===== src/rtl/spi_tx_pkg.sv =====
package spi_tx_pkg;

    localparam int unsigned CHAR_W_DEF = 8;
    localparam int unsigned SYNC_DEPTH_DEF = 2;

    typedef enum logic {
        EDGE_RISE = 1'b0,
        EDGE_FALL = 1'b1
    } edge_kind_e;

    typedef enum logic [1:0] {
        LOAD_NONE = 2'd0,
        LOAD_PEND = 2'd1,
        LOAD_IDLE = 2'd2
    } load_src_e;

endpackage


===== src/rtl/spi_tx_sync.sv =====
module spi_tx_sync #(
    parameter int unsigned DEPTH   = spi_tx_pkg::SYNC_DEPTH_DEF,
    parameter logic        RST_VAL = 1'b0
) (
    input  logic clk,
    input  logic rst_n,
    input  logic async_in,
    output logic level
);
    localparam int unsigned LAST = DEPTH - 1;

    typedef struct packed {
        logic [DEPTH-1:0] chain;
    } sync_state_t;

    sync_state_t s_d, s_q;

    always_comb begin
        s_d = s_q;
        s_d.chain[0] = async_in;
        for (int i = 1; i < DEPTH; i++) begin
            s_d.chain[i] = s_q.chain[i-1];
        end
    end

    always_ff @(posedge clk or negedge rst_n) begin
        if (!rst_n) begin
            s_q.chain <= {DEPTH{RST_VAL}};
        end else begin
            s_q <= s_d;
        end
    end

    assign level = s_q.chain[LAST];

    initial begin
        assert (DEPTH >= 2) else $error("synchronizer needs at least two stages");
    end

endmodule


===== src/rtl/spi_tx_edge.sv =====
module spi_tx_edge #(
    parameter spi_tx_pkg::edge_kind_e KIND    = spi_tx_pkg::EDGE_RISE,
    parameter logic                   RST_VAL = 1'b0
) (
    input  logic clk,
    input  logic rst_n,
    input  logic level,
    output logic pulse
);
    typedef struct packed {
        logic prev;
        logic pulse;
    } edge_state_t;

    edge_state_t s_d, s_q;
    logic        hit;

    generate
        if (KIND == spi_tx_pkg::EDGE_RISE) begin : g_rise
            assign hit = level & ~s_q.prev;
        end else begin : g_fall
            assign hit = ~level & s_q.prev;
        end
    endgenerate

    always_comb begin
        s_d       = s_q;
        s_d.prev  = level;
        s_d.pulse = hit;
    end

    always_ff @(posedge clk or negedge rst_n) begin
        if (!rst_n) begin
            s_q.prev  <= RST_VAL;
            s_q.pulse <= 1'b0;
        end else begin
            s_q <= s_d;
        end
    end

    assign pulse = s_q.pulse;

    // One physical edge yields a single-cycle pulse (feeds the fixed latency of R4)
    assert_pulse_single_R4: assert property (@(posedge clk) disable iff (!rst_n)
        s_q.pulse |=> !s_q.pulse);

endmodule


===== src/rtl/spi_tx_shifter.sv =====
module spi_tx_shifter #(
    parameter int unsigned CHAR_W = spi_tx_pkg::CHAR_W_DEF
) (
    input  logic              clk,
    input  logic              rst_n,
    input  logic              lsb_first,
    input  logic              sck_rise,
    input  logic              cs_high,
    input  logic              cs_fall,
    input  logic [CHAR_W-1:0] in_data,
    input  logic              in_valid,
    output logic              in_ready,
    output logic              dout,
    output logic              underrun
);
    import spi_tx_pkg::*;

    localparam int unsigned CNT_W = (CHAR_W > 1) ? $clog2(CHAR_W) : 1;
    localparam logic [CNT_W-1:0] CNT_LAST = CNT_W'(CHAR_W - 1);

    typedef struct packed {
        logic [CHAR_W-1:0] cur;
        logic [CHAR_W-1:0] pend;
        logic              pend_full;
        logic              cur_spent;
        logic [CNT_W-1:0]  bitcnt;
        logic              dout;
        logic              underrun;
    } shift_state_t;

    shift_state_t s_d, s_q;
    load_src_e    load_src;
    logic         accept;
    logic [CNT_W-1:0] bit_idx;

    always_comb begin
        s_d          = s_q;
        s_d.underrun = 1'b0;
        load_src     = LOAD_NONE;
        accept       = in_valid && !s_q.pend_full;

        if (cs_fall) begin
            s_d.bitcnt = '0;
        end else if (sck_rise && !cs_high) begin
            if (s_q.bitcnt == CNT_LAST) begin
                s_d.bitcnt = '0;
                load_src   = s_q.pend_full ? LOAD_PEND : LOAD_IDLE;
            end else begin
                s_d.bitcnt = s_q.bitcnt + 1'b1;
            end
        end else if (cs_high && s_q.cur_spent && s_q.pend_full) begin
            s_d.bitcnt = '0;
            load_src   = LOAD_PEND;
        end

        case (load_src)
            LOAD_PEND: begin
                s_d.cur       = s_q.pend;
                s_d.pend_full = 1'b0;
                s_d.cur_spent = 1'b0;
            end
            LOAD_IDLE: begin
                s_d.cur       = '1;
                s_d.cur_spent = 1'b1;
                s_d.underrun  = 1'b1;
            end
            default: ;
        endcase

        if (accept) begin
            s_d.pend      = in_data;
            s_d.pend_full = 1'b1;
        end

        bit_idx  = lsb_first ? s_d.bitcnt : (CNT_LAST - s_d.bitcnt);
        s_d.dout = s_d.cur[bit_idx];
    end

    always_ff @(posedge clk or negedge rst_n) begin
        if (!rst_n) begin
            s_q.cur       <= '1;
            s_q.pend      <= '0;
            s_q.pend_full <= 1'b0;
            s_q.cur_spent <= 1'b1;
            s_q.bitcnt    <= '0;
            s_q.dout      <= 1'b1;
            s_q.underrun  <= 1'b0;
        end else begin
            s_q <= s_d;
        end
    end

    assign in_ready = !s_q.pend_full;
    assign dout     = s_q.dout;
    assign underrun = s_q.underrun;

    // a taken byte occupies the pending slot in the next cycle
    assert_accept_fills_R9: assert property (@(posedge clk) disable iff (!rst_n)
        (in_valid && in_ready) |=> !in_ready);

    // an idle character is only inserted when nothing was pending
    assert_underrun_empty_R8: assert property (@(posedge clk) disable iff (!rst_n)
        underrun |-> !$past(s_q.pend_full));

    // select falling edge restarts the character
    assert_cs_restart_R10: assert property (@(posedge clk) disable iff (!rst_n)
        cs_fall |=> (s_q.bitcnt == '0));

    // clock edges while deselected leave the line alone
    assert_idle_hold_R5: assert property (@(posedge clk) disable iff (!rst_n)
        (sck_rise && cs_high && !cs_fall && !(s_q.cur_spent && s_q.pend_full))
        |=> $stable(dout));

    // mid-character clock edges step the bit position by one
    assert_step_R3: assert property (@(posedge clk) disable iff (!rst_n)
        (sck_rise && !cs_high && !cs_fall && s_q.bitcnt != CNT_LAST)
        |=> (s_q.bitcnt == CNT_W'($past(s_q.bitcnt) + 1'b1)));

endmodule


===== src/rtl/spi_slave_tx.sv =====
module spi_slave_tx #(
    parameter int unsigned CHAR_W     = spi_tx_pkg::CHAR_W_DEF,
    parameter int unsigned SYNC_DEPTH = spi_tx_pkg::SYNC_DEPTH_DEF
) (
    input  logic              clk,
    input  logic              rst_n,
    input  logic              cfg_lsb_first,
    input  logic              spi_sck,
    input  logic              spi_cs_n,
    input  logic [CHAR_W-1:0] tx_data,
    input  logic              tx_valid,
    output logic              tx_ready,
    output logic              spi_dout,
    output logic              underrun
);
    import spi_tx_pkg::*;

    logic sck_lvl, cs_lvl;
    logic sck_rise, cs_fall;

    spi_tx_sync #(.DEPTH(SYNC_DEPTH), .RST_VAL(1'b0)) u_sync_sck (
        .clk(clk), .rst_n(rst_n), .async_in(spi_sck), .level(sck_lvl));

    spi_tx_sync #(.DEPTH(SYNC_DEPTH), .RST_VAL(1'b1)) u_sync_cs (
        .clk(clk), .rst_n(rst_n), .async_in(spi_cs_n), .level(cs_lvl));

    spi_tx_edge #(.KIND(EDGE_RISE), .RST_VAL(1'b0)) u_edge_sck (
        .clk(clk), .rst_n(rst_n), .level(sck_lvl), .pulse(sck_rise));

    spi_tx_edge #(.KIND(EDGE_FALL), .RST_VAL(1'b1)) u_edge_cs (
        .clk(clk), .rst_n(rst_n), .level(cs_lvl), .pulse(cs_fall));

    spi_tx_shifter #(.CHAR_W(CHAR_W)) u_shift (
        .clk      (clk),
        .rst_n    (rst_n),
        .lsb_first(cfg_lsb_first),
        .sck_rise (sck_rise),
        .cs_high  (cs_lvl),
        .cs_fall  (cs_fall),
        .in_data  (tx_data),
        .in_valid (tx_valid),
        .in_ready (tx_ready),
        .dout     (spi_dout),
        .underrun (underrun)
    );

endmodule


===== config.mk =====
export PLATFORM = sky130hd
export DESIGN_NAME = spi_slave_tx
export DESIGN_NICKNAME = d
export VERILOG_FILES = /design/src/rtl/spi_tx_pkg.sv /design/src/rtl/spi_tx_sync.sv /design/src/rtl/spi_tx_edge.sv /design/src/rtl/spi_tx_shifter.sv /design/src/rtl/spi_slave_tx.sv
export SDC_FILE = /design/constraint.sdc
export NUM_CORES = 1
export LEC_CHECK = 0
export BUFFER_PORTS_ARGS = -buffer_cell sky130_fd_sc_hd__buf_2
export CAP_MARGIN = 20
export CORE_MARGIN = 5
export CORE_UTILIZATION = 50
export DETAILED_ROUTE_END_ITERATION = 8
export GPL_ROUTABILITY_DRIVEN = 0
export HOLD_SLACK_MARGIN = 0.06
export PLACE_DENSITY_LB_ADDON = 0.08
export SLEW_MARGIN = 20
export SYNTH_ARGS = -nofsm -noshare
export SYNTH_HDL_FRONTEND = slang
export SYNTH_HIERARCHICAL = 1
export SYNTH_SLANG_ARGS = --single-unit

===== constraint.sdc =====
create_clock -name clk -period 3.7 [get_ports clk]
set_clock_uncertainty 0.05 [all_clocks]
set_input_delay 0.37 -clock clk [delete_from_list [all_inputs] [get_ports clk]]
set_output_delay 0.37 -clock clk [all_outputs]
set_load 0.005 [all_outputs]

# Word level (Yosys, flattened, before mapping)
# Cells that the tools add are included.
dict set report word_totals {
  register_bits 31
  inputBits 14
  output_inout_bits 3
}
dict set report op_classes {
  n_addsub 2
  order_cmp 1
  eq_ne 3
  n_mux 17
  bitwise_logic 4
  reduce_logical 8
}
# cell n
set op_table {}
lappend op_table {{$pmux W8 S2} 1}
lappend op_table {{$mux W3} 5}
lappend op_table {{$mux W2} 4}
lappend op_table {{$mux W1} 5}
lappend op_table {{$logic_and A1 B1 Y1} 4}
lappend op_table {{$lt A3 B4 Y1 const B} 1}
lappend op_table {{$reduce_bool A2 Y1} 2}
lappend op_table {{$add A3 B1 Y3 const B} 1}
lappend op_table {{$bmux W1 S3} 1}
lappend op_table {{$eq A3 B3 Y1 const B} 1}
lappend op_table {{$sub A3 B3 Y3 const A} 1}
lappend op_table {{$and A1 B1 Y1} 2}
lappend op_table {{$eq A2 B1 Y1 const B} 1}
lappend op_table {{$eq A2 B2 Y1 const B} 1}
lappend op_table {{$logic_not A1 Y1} 2}
lappend op_table {{$not A1 Y1} 2}
lappend op_table {{$pmux W1 S2} 1}

# Logic depth before layout (Yosys ltp)
dict set report depth {
  depth_word 9
  ltp_mapped 13
}

# By module
# Netlist, hierarchy kept.
# mod n_inst cells_per_inst area_per_inst_um2 seq_area_each_um2
set modules_own_cells {}
lappend modules_own_cells {spi_tx_shifter 1 110 1251.2 588.1}
lappend modules_own_cells {{spi_tx_edge (u_edge_cs)} 1 3 65.1 51.3}
lappend modules_own_cells {{spi_tx_edge (u_edge_sck)} 1 3 63.8 50.0}
lappend modules_own_cells {{spi_tx_sync (u_sync_cs)} 1 2 52.6 52.6}
lappend modules_own_cells {{spi_tx_sync (u_sync_sck)} 1 2 50.0 50.0}

# Worst setup path after synthesis
# OpenSTA, ideal clock, no wires.
dict set report synth_path {
  path_type {flip-flop to flip-flop}
  start {reg u_shift/s_q[2] (netlist bit)}
  end {reg, netlist name u_shift/dout}
  setup_ns 0.091
  t_arrival_ns 2.496
  setup_slack_ns 1.063
  path_stages_with_launch 13
  path_buffers 2
  period_less_slack_ns 2.637
  path_cell_list {dfrtp_1 -> ha_1 -> ha_1 -> a22o_2 -> nor3b_1 -> ha_1 -> buf_6 -> buf_2 -> nand2_1 -> o21ai_0 -> mux4_2 -> o211ai_1 -> nand4_1}
}
# element line
set synth_rtl {}
lappend synth_rtl {{start, declared} spi_tx_shifter.sv:31} ;# shift_state_t s_d, s_q;

==> impl_metrics.ini <==
[run_status]
outcome = finished clean

[route]
viasPerCell = 5.48
drtIter0Drc = 36
via_count = 943
final_antenna_net_count = 0
firstDrtPassIters = 4
routedWlPerCell_um = 15.7
wl_um = 2710
drc = 0

[finish]
diodes = 0
area_growth_pct = 13.2
nFillCells = 236
fin_area_mm2 = 0.00168
final_cells = 172
final_layout_size_suffix_gt1_frac = 0.440
nNetsFinal = 158

[clock_network]
clockRootBuffer = clkbuf_4
cts_buffer_depth = 2
cts.clk_slew.worst_paths_ns = 0.10
cts.sinks = 31
cts_tree = done
clk_latency_ns = 0.33
cts_resized = 0
cts_made_buffers = 5
cts_max_level = 2

[timing]
layout_setup_ws_ns = 0.658
tns_ns = 0
fin_crit_sh = 0.822
clock.fmax_mhz = 329
tightest_slew_ns = 0.824
slew_headroom = 0.450
grt_setup_unrepaired = no
drv_slew = 0
finalHoldViolCount = 0
setup_viol = 0
fin_crit_ns = 3.04
timing.hold.ws_ns = 0.213

[power]
powerDensity_mw_per_mm2 = 420
seqPwrFrac = 0.516
power_switching_mw = 0.158
peakVddDrop_uv = 267
swShare = 0.224
p_leak_nw = 0.754
power.internal_mw = 0.547
combPwrFrac = 0.095
clkPwrFrac = 0.388

[yosys]
syn_nets = 138
yosys.area.top_type = dfrtp_1
synth.ff_latch_count = 31
synth_area_mm2 = 0.00148
syn-instance-count = 120
synth_edf_count = 0
yosysSeqAreaShare = 0.534
yosysTopAreaCellShare = 0.304
syn_area_per_cell_um2 = 12.4
synth_cell_type_count = 40
yosys_most_used_dff = dfrtp_1
synthTopCellsByArea = dfrtp_1 30%, dfstp_2 23%, mux2_2 6.8%, ha_1 3.4%, mux4_2 3.0%
yosys_warnings = 6
synth-async-reset-ratio = 1.00

[setup_path]
critical_path_class = reg2reg
r2r-start = u_shift/s_q[2]
r2r_cells = 10
cp-start-kind = register
cp_top_family = adder cells
crit_path_frequent_cell = ha_1
worstPathCellList = ha_1, ha_1, a22o_2, nor3b_1, ha_1, o21ai_1, and2_2, a2111o_1, o211ai_1, nand4_1
cp.arrival_ns = 3.23
endpoint_kind = register
crit_cells = 10
worstReg2RegEnd = u_shift/dout
startpoint = u_shift/s_q[2]
reg2reg_slack_ns = 0.66
setup.worst_path.end = u_shift/dout
cpMaxStageDelayCell = ha_1
required_ns = 3.89
critPathMaxStageDelay_ns = 0.60
crit_buf_inv = 0
crit_fanout = 17

[die]
die_width_um = 64.5
fp.dieH_um = 64.5
start_util = 0.529
dieArea_mm2 = 0.00415
ios = 17
core_mm2 = 0.00281
std_cell_rows = 19

[grt]
grt_max_degree = 32
grt_pass1_wl_um = 4690
grt_antenna_before_repair = 0
overflow = 0
grt_pass1_vias = 985
grt.total_usage = 0.152

[placement]
dp_slack_ns = 0.669
placed_cell_area_mm2 = 0.00156
place_inst = 161
io_buffers = 16
hpwl_um = 1910

[flow_run]
cap_violations = 0

[min_path]
min_from = tx_data[7]
holdPathStages = 2
min_path_type = in2reg
==> routing by layer <==
layer / part of all wire / GRT usage / up-vias / routed length, um
li1: - / - / 462 / -
met5: 0 / 0 / - / 0
met1: 0.48 / 0.192 / 451 / 1290
met3: 0.052 / 0.0587 / 7 / 140
met4: 0.025 / 0.0712 / 0 / 68
met2: 0.45 / 0.231 / 23 / 1210
==> how the worst min path moves through the flow <==
stage                              to  slack (ns)
detailed placement  u_sync_sck/s_q[1]        0.29
floorplan             u_edge_cs/pulse        0.02
CTS                  u_sync_cs/s_q[0]        0.06
global route          u_shift/s_q[14]        0.18
finish                u_shift/s_q[14]        0.21
global placement    u_sync_sck/s_q[1]        0.28
==> flip-flops by register name, summed over array words and instances, names as in the netlist <==
signal and count:
u_shift/underrun 1, u_shift/s_q 21, u_sync_cs/s_q 2, u_sync_sck/s_q 2
u_edge_sck/pulse 1, u_shift/dout 1, u_edge_sck/s_q 1, u_edge_cs/s_q 1
u_edge_cs/pulse 1
==> placed cells by master, fill, tap and decap left out, types with 3 or more instances in the layout <==
cell	instances
dfrtp_1	18
buf_2	16
dfstp_2	13
nand2_1	12
mux2_2	9
inv_1	8
a21oi_1	7
clkbuf_4	5
o21ai_0	4
ha_1	4
dlygate4sd3_1	3
nor2_1	3
o211ai_1	3
==> synth_stat cells (2+ instances only) <==
cell and instances:
dfrtp_1 18, dfstp_2 13, nand2_1 12, mux2_2 9
inv_1 8, a21oi_1 7, ha_1 4, o21ai_0 4
nor2_1 3, o211ai_1 3, buf_2 2, buf_6 2
clkbuf_1 2, mux2_4 2, mux4_2 2, nand3_1 2
nor2b_1 2, nor2b_4 2, o21ai_1 2
==> stage by stage <==
step / total power, mW / utilization
6_report: 0.705 / 0.598
5_1_grt: 0.745 / 0.598
4_1_cts: 0.712 / 0.591
3_5_place_dp: 0.436 / 0.557
3_3_place_gp: 0.433 / 0.557
2_1_floorplan: 0.410 / -
==> cell type report <==
type	count	area (um^2)	share of cell area
Clock buffer	6	51.3	0.0306
Clock inverter	2	35.0	0.0209
Inverter	8	30.0	0.0179
Multi-Input combinational cell	75	621	0.370
Sequential cell	31	792	0.472
Tap cell	31	38.8	0.0231
Timing Repair Buffer	19	110	0.0656
==> worst reg2reg max path, stage by stage, from the launching register on <==
cell,delay [ns]
dfrtp_1,0.42
ha_1,0.22
ha_1,0.23
a22o_2,0.21
nor3b_1,0.14
ha_1,0.60
o21ai_1,0.19
and2_2,0.22
a2111o_1,0.42
o211ai_1,0.12
nand4_1,0.14
==> logic make-up after synthesis <==
group | Yosys count | synth area share
buf+inv | 14 | 0.0473
compound gates | 29 | 0.150
simple gates | 27 | 0.0996
flops | 31 | 0.534
fa+ha+maj | 4 | 0.0338
mux | 15 | 0.135
==> power by group through the flow <==
stage                     clock (mW)  sequential [mW]  combinational [mW]
after CTS                      0.281            0.364              0.0665
after floorplan                    0            0.368              0.0416
after global placement             0            0.370              0.0633
final                          0.274            0.364              0.0671
after detailed placement           0            0.370              0.0659
after global routing           0.303            0.366              0.0754
==> timing repair <==
| item | 4_1_cts | 5_1_grt |
|---|---|---|
| hold buffers | 1 | 2 |
| buffers inserted | 0 | 0 |
| hold endpoints to repair | 18 | 2 |
Power figures use the tool's default switching activity.
